[src/rtl/ssp_pkg.sv]
package ssp_pkg;
  localparam int unsigned FRAME_BITS   = 8;
  localparam int unsigned FRAME_EDGES  = 2 * FRAME_BITS;
  localparam int unsigned PRESCALE_MAX = 32;
  localparam int unsigned PRE_W        = $clog2(PRESCALE_MAX);

  // bit 0 master, bit 1 idle level, bit 2 phase, bits 4:3 prescale
  typedef struct packed {
    logic [1:0] psel;
    logic       cpha;
    logic       cpol;
    logic       master;
  } ssp_ctrl_t;

  function automatic int unsigned prescale_ratio(input logic [1:0] sel);
    case (sel)
      2'd0:    return 1;
      2'd1:    return 8;
      default: return PRESCALE_MAX;
    endcase
  endfunction
endpackage

[src/rtl/ssp_sync.sv]
module ssp_sync #(
  parameter int unsigned STAGES  = 2,
  parameter logic        RST_VAL = 1'b0
) (
  input  logic clk,
  input  logic rst_n,
  input  logic d,
  output logic q
);
  logic [STAGES-1:0] chain;

  always_ff @(posedge clk or negedge rst_n) begin
    if (!rst_n) chain <= {STAGES{RST_VAL}};
    else        chain <= {chain[STAGES-2:0], d};
  end

  assign q = chain[STAGES-1];
endmodule

[src/rtl/ssp_rate_gen.sv]
module ssp_rate_gen
  import ssp_pkg::*;
#(
  parameter int unsigned DIV_W = 8
) (
  input  logic             clk,
  input  logic             rst_n,
  input  logic             run,
  input  logic [1:0]       psel,
  input  logic [DIV_W-1:0] div_n,
  output logic             half_tick
);
  logic [PRE_W-1:0] pcnt;
  logic [DIV_W-1:0] dcnt;
  logic [PRE_W-1:0] pre_last;
  logic             src_tick;

  assign pre_last  = PRE_W'(prescale_ratio(psel) - 1);
  assign src_tick  = run && (pcnt == pre_last);
  assign half_tick = src_tick && (dcnt == div_n);

  always_ff @(posedge clk or negedge rst_n) begin
    if (!rst_n) begin
      pcnt <= '0;
      dcnt <= '0;
    end else if (!run) begin
      pcnt <= '0;
      dcnt <= '0;
    end else begin
      pcnt <= src_tick ? '0 : pcnt + 1'b1;
      if (src_tick) dcnt <= half_tick ? '0 : dcnt + 1'b1;
    end
  end

  AST_RATE_START_CLEAN: assert property (@(posedge clk) disable iff (!rst_n)
    $rose(run) |-> (pcnt == '0 && dcnt == '0));
endmodule

[src/rtl/ssp_shifter.sv]
module ssp_shifter
  import ssp_pkg::*;
(
  input  logic                  clk,
  input  logic                  rst_n,
  input  logic                  edge_ev,
  input  logic                  cpha,
  input  logic                  sdi,
  input  logic                  load,
  input  logic [FRAME_BITS-1:0] load_data,
  input  logic                  arm,
  input  logic                  abort,
  output logic                  active,
  output logic                  frame_end,
  output logic                  tx_bit,
  output logic [FRAME_BITS-1:0] rx_word
);
  localparam int unsigned CW = $clog2(FRAME_EDGES);

  logic [CW-1:0]         k;
  logic [FRAME_BITS-1:0] tx_sr;
  logic [FRAME_BITS-1:0] rx_sr;
  logic [FRAME_BITS-1:0] rx_nx;
  logic                  is_sample;

  assign is_sample = (k[0] == cpha);
  assign rx_nx     = {rx_sr[FRAME_BITS-2:0], sdi};
  assign frame_end = edge_ev && !abort && (k == CW'(FRAME_EDGES - 1));
  assign tx_bit    = tx_sr[FRAME_BITS-1];

  always_ff @(posedge clk or negedge rst_n) begin
    if (!rst_n) begin
      k       <= '0;
      active  <= 1'b0;
      tx_sr   <= '0;
      rx_sr   <= '0;
      rx_word <= '0;
    end else begin
      if (abort) begin
        k      <= '0;
        active <= 1'b0;
      end else if (edge_ev) begin
        k      <= frame_end ? '0 : k + 1'b1;
        active <= !frame_end;
        if (is_sample) rx_sr <= rx_nx;
        if (frame_end) rx_word <= is_sample ? rx_nx : rx_sr;
      end else if (arm) begin
        active <= 1'b1;
      end
      if (load) tx_sr <= load_data;
      else if (edge_ev && !abort && !is_sample && k != '0)
        tx_sr <= {tx_sr[FRAME_BITS-2:0], 1'b0};
    end
  end

  AST_LOAD_ONLY_IDLE: assert property (@(posedge clk) disable iff (!rst_n)
    load |-> !active);
  AST_FRAME_RELEASES: assert property (@(posedge clk) disable iff (!rst_n)
    frame_end |=> !active);
endmodule

[src/rtl/ssp_fault.sv]
module ssp_fault (
  input  logic clk,
  input  logic rst_n,
  input  logic master,
  input  logic ss_low,
  input  logic clr_req,
  output logic set_ev,
  output logic fault
);
  logic clr_ok;

  assign set_ev = master && ss_low;
  assign clr_ok = clr_req && (!master || !ss_low);

  always_ff @(posedge clk or negedge rst_n) begin
    if (!rst_n)      fault <= 1'b0;
    else if (set_ev) fault <= 1'b1;
    else if (clr_ok) fault <= 1'b0;
  end

  AST_FAULT_ON_SELECT: assert property (@(posedge clk) disable iff (!rst_n)
    (master && ss_low) |=> fault);
  AST_CLR_BLOCKED: assert property (@(posedge clk) disable iff (!rst_n)
    (clr_req && master && ss_low) |=> fault);
  AST_SLAVE_CLR: assert property (@(posedge clk) disable iff (!rst_n)
    (clr_req && !master) |=> !fault);
endmodule

[src/rtl/sync_serial_port.sv]
module sync_serial_port
  import ssp_pkg::*;
#(
  parameter int unsigned DIV_W       = 8,
  parameter int unsigned SYNC_STAGES = 2
) (
  input  logic                  clk,
  input  logic                  rst_n,
  input  logic                  ctrl_wr,
  input  logic [4:0]            ctrl_wdata,
  input  logic                  div_wr,
  input  logic [DIV_W-1:0]      div_wdata,
  input  logic                  tx_wr,
  input  logic [FRAME_BITS-1:0] tx_wdata,
  input  logic                  rx_rd,
  output logic [FRAME_BITS-1:0] rx_rdata,
  input  logic                  fault_clr,
  output logic                  xfer_done,
  output logic                  overrun,
  output logic                  fault,
  output logic                  busy,
  output logic                  irq,
  input  logic                  sck_in,
  output logic                  sck_out,
  output logic                  sck_oe,
  input  logic                  sdi_in,
  output logic                  sdo_out,
  output logic                  sdo_oe,
  input  logic                  ss_n_in
);
  ssp_ctrl_t        ctrl;
  logic [DIV_W-1:0] div_n;
  logic ss_n_s, sck_s, sck_prev, sck_lvl;
  logic half_tick, slave_sel, slave_edge, edge_ev;
  logic start_ok, arm, abort, active, frame_end, tx_bit;
  logic fault_set_ev, fault_q, done_f, ovr_f, run;

  ssp_sync #(.STAGES(SYNC_STAGES), .RST_VAL(1'b1)) u_ss_sync (
    .clk(clk), .rst_n(rst_n), .d(ss_n_in), .q(ss_n_s));
  ssp_sync #(.STAGES(SYNC_STAGES), .RST_VAL(1'b0)) u_sck_sync (
    .clk(clk), .rst_n(rst_n), .d(sck_in), .q(sck_s));

  always_ff @(posedge clk or negedge rst_n) begin
    if (!rst_n) begin
      ctrl  <= '0;
      div_n <= '0;
    end else begin
      if (ctrl_wr) ctrl  <= ssp_ctrl_t'(ctrl_wdata);
      if (div_wr)  div_n <= div_wdata;
    end
  end

  // named internal events
  assign run        = ctrl.master && active && !fault_q;
  assign slave_sel  = !ctrl.master && !ss_n_s;
  assign slave_edge = slave_sel && (sck_s != sck_prev);
  assign edge_ev    = ctrl.master ? half_tick : slave_edge;
  assign start_ok   = tx_wr && !active && !fault_q;
  assign arm        = start_ok && ctrl.master;
  assign abort      = fault_set_ev || (!ctrl.master && ss_n_s);

  ssp_rate_gen #(.DIV_W(DIV_W)) u_rate (
    .clk(clk), .rst_n(rst_n), .run(run), .psel(ctrl.psel),
    .div_n(div_n), .half_tick(half_tick));

  ssp_shifter u_shift (
    .clk(clk), .rst_n(rst_n), .edge_ev(edge_ev), .cpha(ctrl.cpha),
    .sdi(sdi_in), .load(start_ok), .load_data(tx_wdata), .arm(arm),
    .abort(abort), .active(active), .frame_end(frame_end),
    .tx_bit(tx_bit), .rx_word(rx_rdata));

  ssp_fault u_fault (
    .clk(clk), .rst_n(rst_n), .master(ctrl.master), .ss_low(!ss_n_s),
    .clr_req(fault_clr), .set_ev(fault_set_ev), .fault(fault_q));

  always_ff @(posedge clk or negedge rst_n) begin
    if (!rst_n) begin
      sck_prev <= 1'b0;
      sck_lvl  <= 1'b0;
      done_f   <= 1'b0;
      ovr_f    <= 1'b0;
    end else begin
      sck_prev <= sck_s;
      if (abort || !ctrl.master) sck_lvl <= 1'b0;
      else if (half_tick)        sck_lvl <= ~sck_lvl;
      if (frame_end)  done_f <= 1'b1;
      else if (rx_rd) done_f <= 1'b0;
      if (tx_wr && active) ovr_f <= 1'b1;
      else if (ctrl_wr)    ovr_f <= 1'b0;
    end
  end

  assign sck_out   = ctrl.cpol ^ sck_lvl;
  assign sck_oe    = ctrl.master && !fault_q;
  assign sdo_out   = tx_bit;
  assign sdo_oe    = (ctrl.master || slave_sel) && !fault_q;
  assign xfer_done = done_f;
  assign overrun   = ovr_f;
  assign fault     = fault_q;
  assign busy      = active;
  assign irq       = done_f || fault_q;

  AST_FLOAT_ON_FAULT: assert property (@(posedge clk) disable iff (!rst_n)
    fault_q |-> (!sck_oe && !sdo_oe));
  AST_DONE_AFTER_FRAME: assert property (@(posedge clk) disable iff (!rst_n)
    frame_end |=> xfer_done);
  AST_OVERRUN_FLAG: assert property (@(posedge clk) disable iff (!rst_n)
    (tx_wr && active) |=> overrun);
  AST_SCK_IDLE: assert property (@(posedge clk) disable iff (!rst_n)
    !active |-> (sck_out == ctrl.cpol));
  AST_NO_START_IN_FAULT: assert property (@(posedge clk) disable iff (!rst_n)
    (fault_q && !active) |=> !active);
endmodule

[config.mk]
export PLATFORM = sky130hd
export DESIGN_NAME = sync_serial_port
export DESIGN_NICKNAME = d
export VERILOG_FILES = /design/src/rtl/ssp_pkg.sv /design/src/rtl/ssp_sync.sv /design/src/rtl/ssp_rate_gen.sv /design/src/rtl/ssp_shifter.sv /design/src/rtl/ssp_fault.sv /design/src/rtl/sync_serial_port.sv
export SDC_FILE = /design/constraint.sdc
export NUM_CORES = 1
export LEC_CHECK = 0
export CORE_UTILIZATION = 35
export DETAILED_ROUTE_END_ITERATION = 10
export GPL_TIMING_DRIVEN = 0
export PLACE_DENSITY_LB_ADDON = 0.08
export RECOVER_POWER = 25
export SLEW_MARGIN = 20
export SYNTH_ARGS = -nofsm -noshare
export SYNTH_HDL_FRONTEND = slang
export SYNTH_SLANG_ARGS = --single-unit
[constraint.sdc]
create_clock -name clk -period 3.6 [get_ports clk]
set_clock_uncertainty 0.15 [all_clocks]
set_input_delay 0.72 -clock clk [delete_from_list [all_inputs] [get_ports clk]]
set_output_delay 0.72 -clock clk [all_outputs]
set_load 0.03 [all_outputs]
==> reports/results.txt, run 1 <==
top cells by area, synth = dfrtp_1, mux2_2, xor2_1
Clock Sink Count = 64
unrepaired setup endpoints after global routing = false
CP arrival = 2.92 ns
Slew Limit Fails = 0
routed vias = 2,071
Layout Cell Area excl Fill = 3830 µm²
post-synthesis sequential area ratio = 52.8%
# resized after CTS = 0
Setup crit end kind = flip-flop
EDFF count, synth = 0
syn nets = 291
measured slew at the worst slew-check pin = 1.12 ns
IO Port Bufs = 45
worst hold path depth = 0
crit path to = u_shift.rx_word[0]
post-layout min period = 2.85 ns
Worst setup SP type = flip-flop
status = finished, final reports clean
CTS tree = built
Longest Clk Path Bufs = 2
Top FF cell, synth = dfrtp_1
commonest non-fill, non-tap cells in the layout = dfrtp_1, clkdlybuf4s50_1, mux2_2
Fmax = 351 MHz
Critical Path Start = u_rate.dcnt[2]
# Max-Cap Violations = 0
die width = 95.1 µm
largest net degree at the start of global routing = 45
Area growth, synth to finish = 26.1%
final setup fails = 0
clock root cell = clkbuf_8
Seq cells post-synth = 64
die height = 95.1 µm
Syn Area/Cell = 12.1 µm²
Final HPWL DP = 4.02 mm
antenna diode count = 0
DRC = 0
reg-to-reg startpoint = u_rate.dcnt[2]
antenna violations before repair = 0
Initial DRT Pass Iterations = 4
share of flip-flops with an asynchronous set or reset = 100%
die area = 9050 µm²
starting utilization of the core area = 36.6%
Final Hold Fails = 0
Rows = 33
Worst VDD drop = 0.000195 V
core area = 8300 µm²
DP Cell Count = 403
Finished Core Util = 46.1%
worst reg2reg setup slack = 0.75 ns
CP max stage cell = nor4_1
Top-Level Pins = 48
Final Non-Filler Cells = 419
GP Congestion = 0.730
fin crit share = 79.1%
total gr overflow = 0
Cell Area, Synth = 3040 µm²
most common cell after layout, fill and taps aside = dfrtp_1
clock slew at reported path FFs = 0.07 ns
number of buffers inserted by post-CTS setup repair = 0
area share of the largest cell type after synthesis = 51.1%
Global Route Usage Sum = 14.5%
kind of critical path = reg -> reg
number of global-route vias before repair = 2,103
number of vias per cell = 4.94
first-pass GRT wire length = 9.87 mm
Slew HR = 25.4%
crit-path cells = xor2_1 > nor4_1 > a31oi_4 > nor3_4 > mux2_2
dpl cell area = 3640 µm²
synth warn = 0
WP data required = 3.67 ns
CTS Hold Bufs = 0
P per Cell Area = 448 nW/µm²
layout cells sized above 1 = 20.7%
r2r worst-path depth = 5
CTS Buf Count = 9
post-synth top area cell = dfrtp_1
P_leak = 1.69 nW
DRT iter0 DRCs = 57
H-tree level count = 3
WL final = 5.88 mm
Synth Instances = 252
R2R Path End = u_shift.rx_word[0]
later-pin clock latency in the skew report = 0.34 ns
Worst Hold Class = reg -> reg
post-synth cell types = 42
Crit path largest cell delay = 0.73 ns
final antenna-violating net count = 0
Final #Nets = 348
wire per inst = 14.0 µm
Critical Path Fanout Max = 10
worst hold slack = 0.200 ns
[synth_stat cells, types with 2 or more instances]
master,n
o21bai_1,5
xor2_1,14
nor3_1,5
mux2i_1,4
and2_1,2
a21o_1,2
clkbuf_1,7
nand2_1,22
nand3_1,7
dfrtp_1,62
nor2_1,8
and3_1,5
xnor2_1,4
or3_1,3
o21ai_0,6
o211ai_1,9
nor4_1,2
dfstp_2,2
ha_1,8
inv_1,9
a21oi_1,6
mux2_2,37
a22o_1,4
[power by group]
part / switching [mW] / internal [mW] / leakage, nW / total (mW)
combinational: 0.131 / 0.134 / 0.762 / 0.266
clock: 0.288 / 0.341 / 0.0989 / 0.629
sequential: 0.0418 / 0.779 / 0.833 / 0.821
[logic make-up (layout without fill, tap and decap cells)]
family	after synthesis	in the layout	synth area share, %
fa+ha+maj	8	8	3.30
buf+inv	18	80	2.27
compound gates	40	40	10.3
xor+xnor	18	18	5.19
simple gates	63	63	11.1
flops	64	64	52.8
mux	41	41	15.0
[state kept, by name (all words and copies together), names as in the netlist, 2 cells and up]
signal            flops
div_n                 8
u_rate.dcnt           8
u_shift.rx_sr         8
u_shift.rx_word       8
u_shift.tx_sr         8
ctrl                  5
u_rate.pcnt           5
u_shift.k             4
u_sck_sync.chain      2
u_ss_sync.chain       2
[metal layers]
metal  wire length [µm]  GRT usage [%]  vias up
li1                   -              -     1009
met1               2900           19.5     1003
met2               2540           21.8       48
met3                359           5.26       11
met4                 78           4.17        0
met5                  0              0        -
[per-stage QoR]
step | power, mW | setup TNS, ns | setup WS, ns
after floorplan | 0.992 | 0 | 1.17
after global placement | 1.10 | -39.76 | -0.647
after detailed placement | 1.11 | 0 | 0.736
after CTS | 1.76 | 0 | 0.720
after global routing | 1.81 | 0 | 0.528
final | 1.72 | 0 | 0.752
[worst min path at each step]
stage	start	to	slack, ns
3_5_place_dp	u_sck_sync.chain[0]	u_sck_sync.chain[1]	0.19
3_3_place_gp	u_sck_sync.chain[0]	u_sck_sync.chain[1]	0.19
6_report	u_ss_sync.chain[0]	u_ss_sync.chain[1]	0.20
5_1_grt	u_ss_sync.chain[0]	u_ss_sync.chain[1]	0.19
4_1_cts	rst_n	ctrl[4]	0.11
2_1_floorplan	u_sck_sync.chain[0]	u_sck_sync.chain[1]	0.18
[critical path: cells and delay by family, from the launching register on]
family                    cells  cell delay, ns
and+or+nand+nor               2            1.22
AOI/OAI and AO/OA             1            0.34
DFF                           1            0.46
muxes                         1            0.40
xor gates and xnor gates      1            0.17
[area by class of cell]
type	count	area, µm²
Multi-Input combinational cell	170	1370
Inverter	9	33.8
Clock inverter	6	67.6
Clock buffer	10	138
Sequential cell	64	1600
Tap cell	105	131
Buffer	9	35.0
Fill cell	785	4470
Timing Repair Buffer	46	449
No activity file was read; power rests on OpenSTA's default activity.
==> inputs of run 2 (changes only) <==
clock period = 2.85 ns   (was 3.6 ns; I/O delays follow)
==> reports/results.txt, run 2 (synthesis results as in run 1) <==
commonest non-fill, non-tap cells in the layout = dfrtp_1, clkdlybuf4s50_1, mux2_2
grt met3 use = 5.26%
clock slew at reported path FFs = 0.08 ns
unrepaired setup endpoints after global routing = false
Rows = 33
Comb power frac = 15.7%
Final #Nets = 349
r2r worst-path depth = 5
Worst Hold Launch = u_sck_sync.chain[0]
Seq pwr share = 47.7%
later-pin clock latency in the skew report = 0.34 ns
number of vias per cell = 4.94
number of buffers inserted by post-CTS setup repair = 0
IO Port Bufs = 45
wire per inst = 14.0 µm
Fmax = 378 MHz
GP Congestion = 0.730
Initial DRT Pass Iterations = 4
most common cell after layout, fill and taps aside = dfrtp_1
number of global-route vias before repair = 2,103
core area = 8300 µm²
WL final = 5.87 mm
CP arrival = 2.72 ns
status = finished, final reports clean
worst hold path depth = 0
# Max-Cap Violations = 0
Worst Hold Class = reg -> reg
CTS tree = built
die area = 9050 µm²
Worst setup SP type = flip-flop
final setup fails = 0
clock root cell = clkbuf_8
P_int = 1.59 mW
largest net degree at the start of global routing = 45
Global Route Usage Sum = 14.5%
met1 Resource Use GR = 19.4%
CTS Buf Count = 9
die height = 95.1 µm
first-pass GRT wire length = 9.87 mm
R2R Path End = u_shift.rx_word[0]
Area growth, synth to finish = 27.6%
Clk pwr share = 36.6%
Sw Share = 27.0%
Setup TNS Final = 0 ns
starting utilization of the core area = 36.6%
Clock Sink Count = 64
DP Cell Count = 403
layout cells sized above 1 = 21.3%
worst reg2reg setup slack = 0.21 ns
Top-Level Pins = 48
post-layout min period = 2.64 ns
Final HPWL DP = 4.02 mm
Overall Power = 2.17 mW
DRC = 0
Worst VDD drop = 0.000245 V
die width = 95.1 µm
hold path endpoint = u_sck_sync.chain[1]
Longest Clk Path Bufs = 2
measured slew at the worst slew-check pin = 1.26 ns
Critical Path Fanout Max = 10
Switch Pwr = 0.586 mW
total gr overflow = 0
GRT busiest layer = met2
DRT iter0 DRCs = 57
P_leak = 1.71 nW
Final Non-Filler Cells = 420
kind of critical path = reg -> reg
Slew Limit Fails = 0
P per Cell Area = 561 nW/µm²
H-tree level count = 3
final antenna-violating net count = 0
antenna violations before repair = 0
fin crit share = 92.8%
Setup crit end kind = flip-flop
Final Hold Fails = 0
M2 GR Usage = 21.8%
reg-to-reg startpoint = u_rate.pcnt[0]
routed vias = 2,073
Slew HR = 15.8%
WP data required = 2.92 ns
antenna diode count = 0
## run 2: changes by cell type in the layout (fill, tap and decap cells not counted), sizes merged
| cell | previous run | this run |
|---|---|---|
| dlygate4sd3 | 0 | 5 |
| clkdlybuf4s50 | 44 | 40 |
| buf | 2 | 3 |
| clkbuf | 19 | 18 |
## run 2: power by group through the flow
stage          logic [mW]  clock network (mW)  registers [mW]
6_report            0.342               0.795            1.04
5_1_grt             0.378               0.866            1.05
4_1_cts             0.349               0.834            1.04
3_5_place_dp        0.345                   0            1.05
3_3_place_gp        0.339                   0            1.05
2_1_floorplan       0.196                   0            1.06
## run 2: cell type report
class | instances | area (µm²)
fill | 780 | 4420
timing repair buffer | 47 | 482
clock inverter | 6 | 67.6
inverter | 9 | 33.8
buffer | 9 | 35.0
multi-input combinational | 170 | 1380
sequential | 64 | 1600
clock buffer | 10 | 138
tap | 105 | 131
## run 2: layer usage
metal / part of all wire [%] / vias up
met5: 0 / -
met4: 1.3 / 0
met3: 6.1 / 11
met2: 43 / 50
met1: 49 / 999
li1: - / 1013
## run 2: worst max-delay path, stage by stage, from the launching register on
cell and delay (ns):
dfrtp_1 0.43, or4_4 0.55, a221oi_4 0.32, a31oi_4 0.22, nor3_4 0.47, mux2_2 0.40
## run 2: per-stage QoR
step	setup WS [ns]	cell area [µm²]	utilization (%)	hold WS, ns
after CTS	0.00201	3860	46.6	0.198
after floorplan	0.421	3040	-	0.124
after detailed placement	-0.0139	3640	43.9	0.187
after global placement	-1.25	3620	43.6	0.186
after global routing	0.0465	3870	46.7	0.194
final	0.206	3870	46.7	0.201
## run 2: what timing repair did
| action | CTS | global route |
|---|---|---|
| endpoints found under the hold margin | 20 | 0 |
| endpoints found under the setup margin | 7 | 16 |
| hold buffers | 1 | 0 |
| resized for setup | 1 | 1 |
| gates cloned | 0 | 0 |
## run 2: how the worst max path moves through the flow
stage,startpoint,endpoint,slack (ns),cells after the start
after floorplan,u_rate.pcnt[0],u_shift.rx_sr[0],0.42,5
after global placement,rst_n,u_shift.rx_word[4],-1.25,1
after detailed placement,u_rate.dcnt[2],u_shift.rx_word[0],-0.01,5
after CTS,u_rate.dcnt[4],u_shift.rx_word[0],0.002,5
after global routing,u_rate.pcnt[0],u_shift.rx_word[0],0.05,5
final,u_rate.pcnt[0],u_shift.rx_word[0],0.21,5
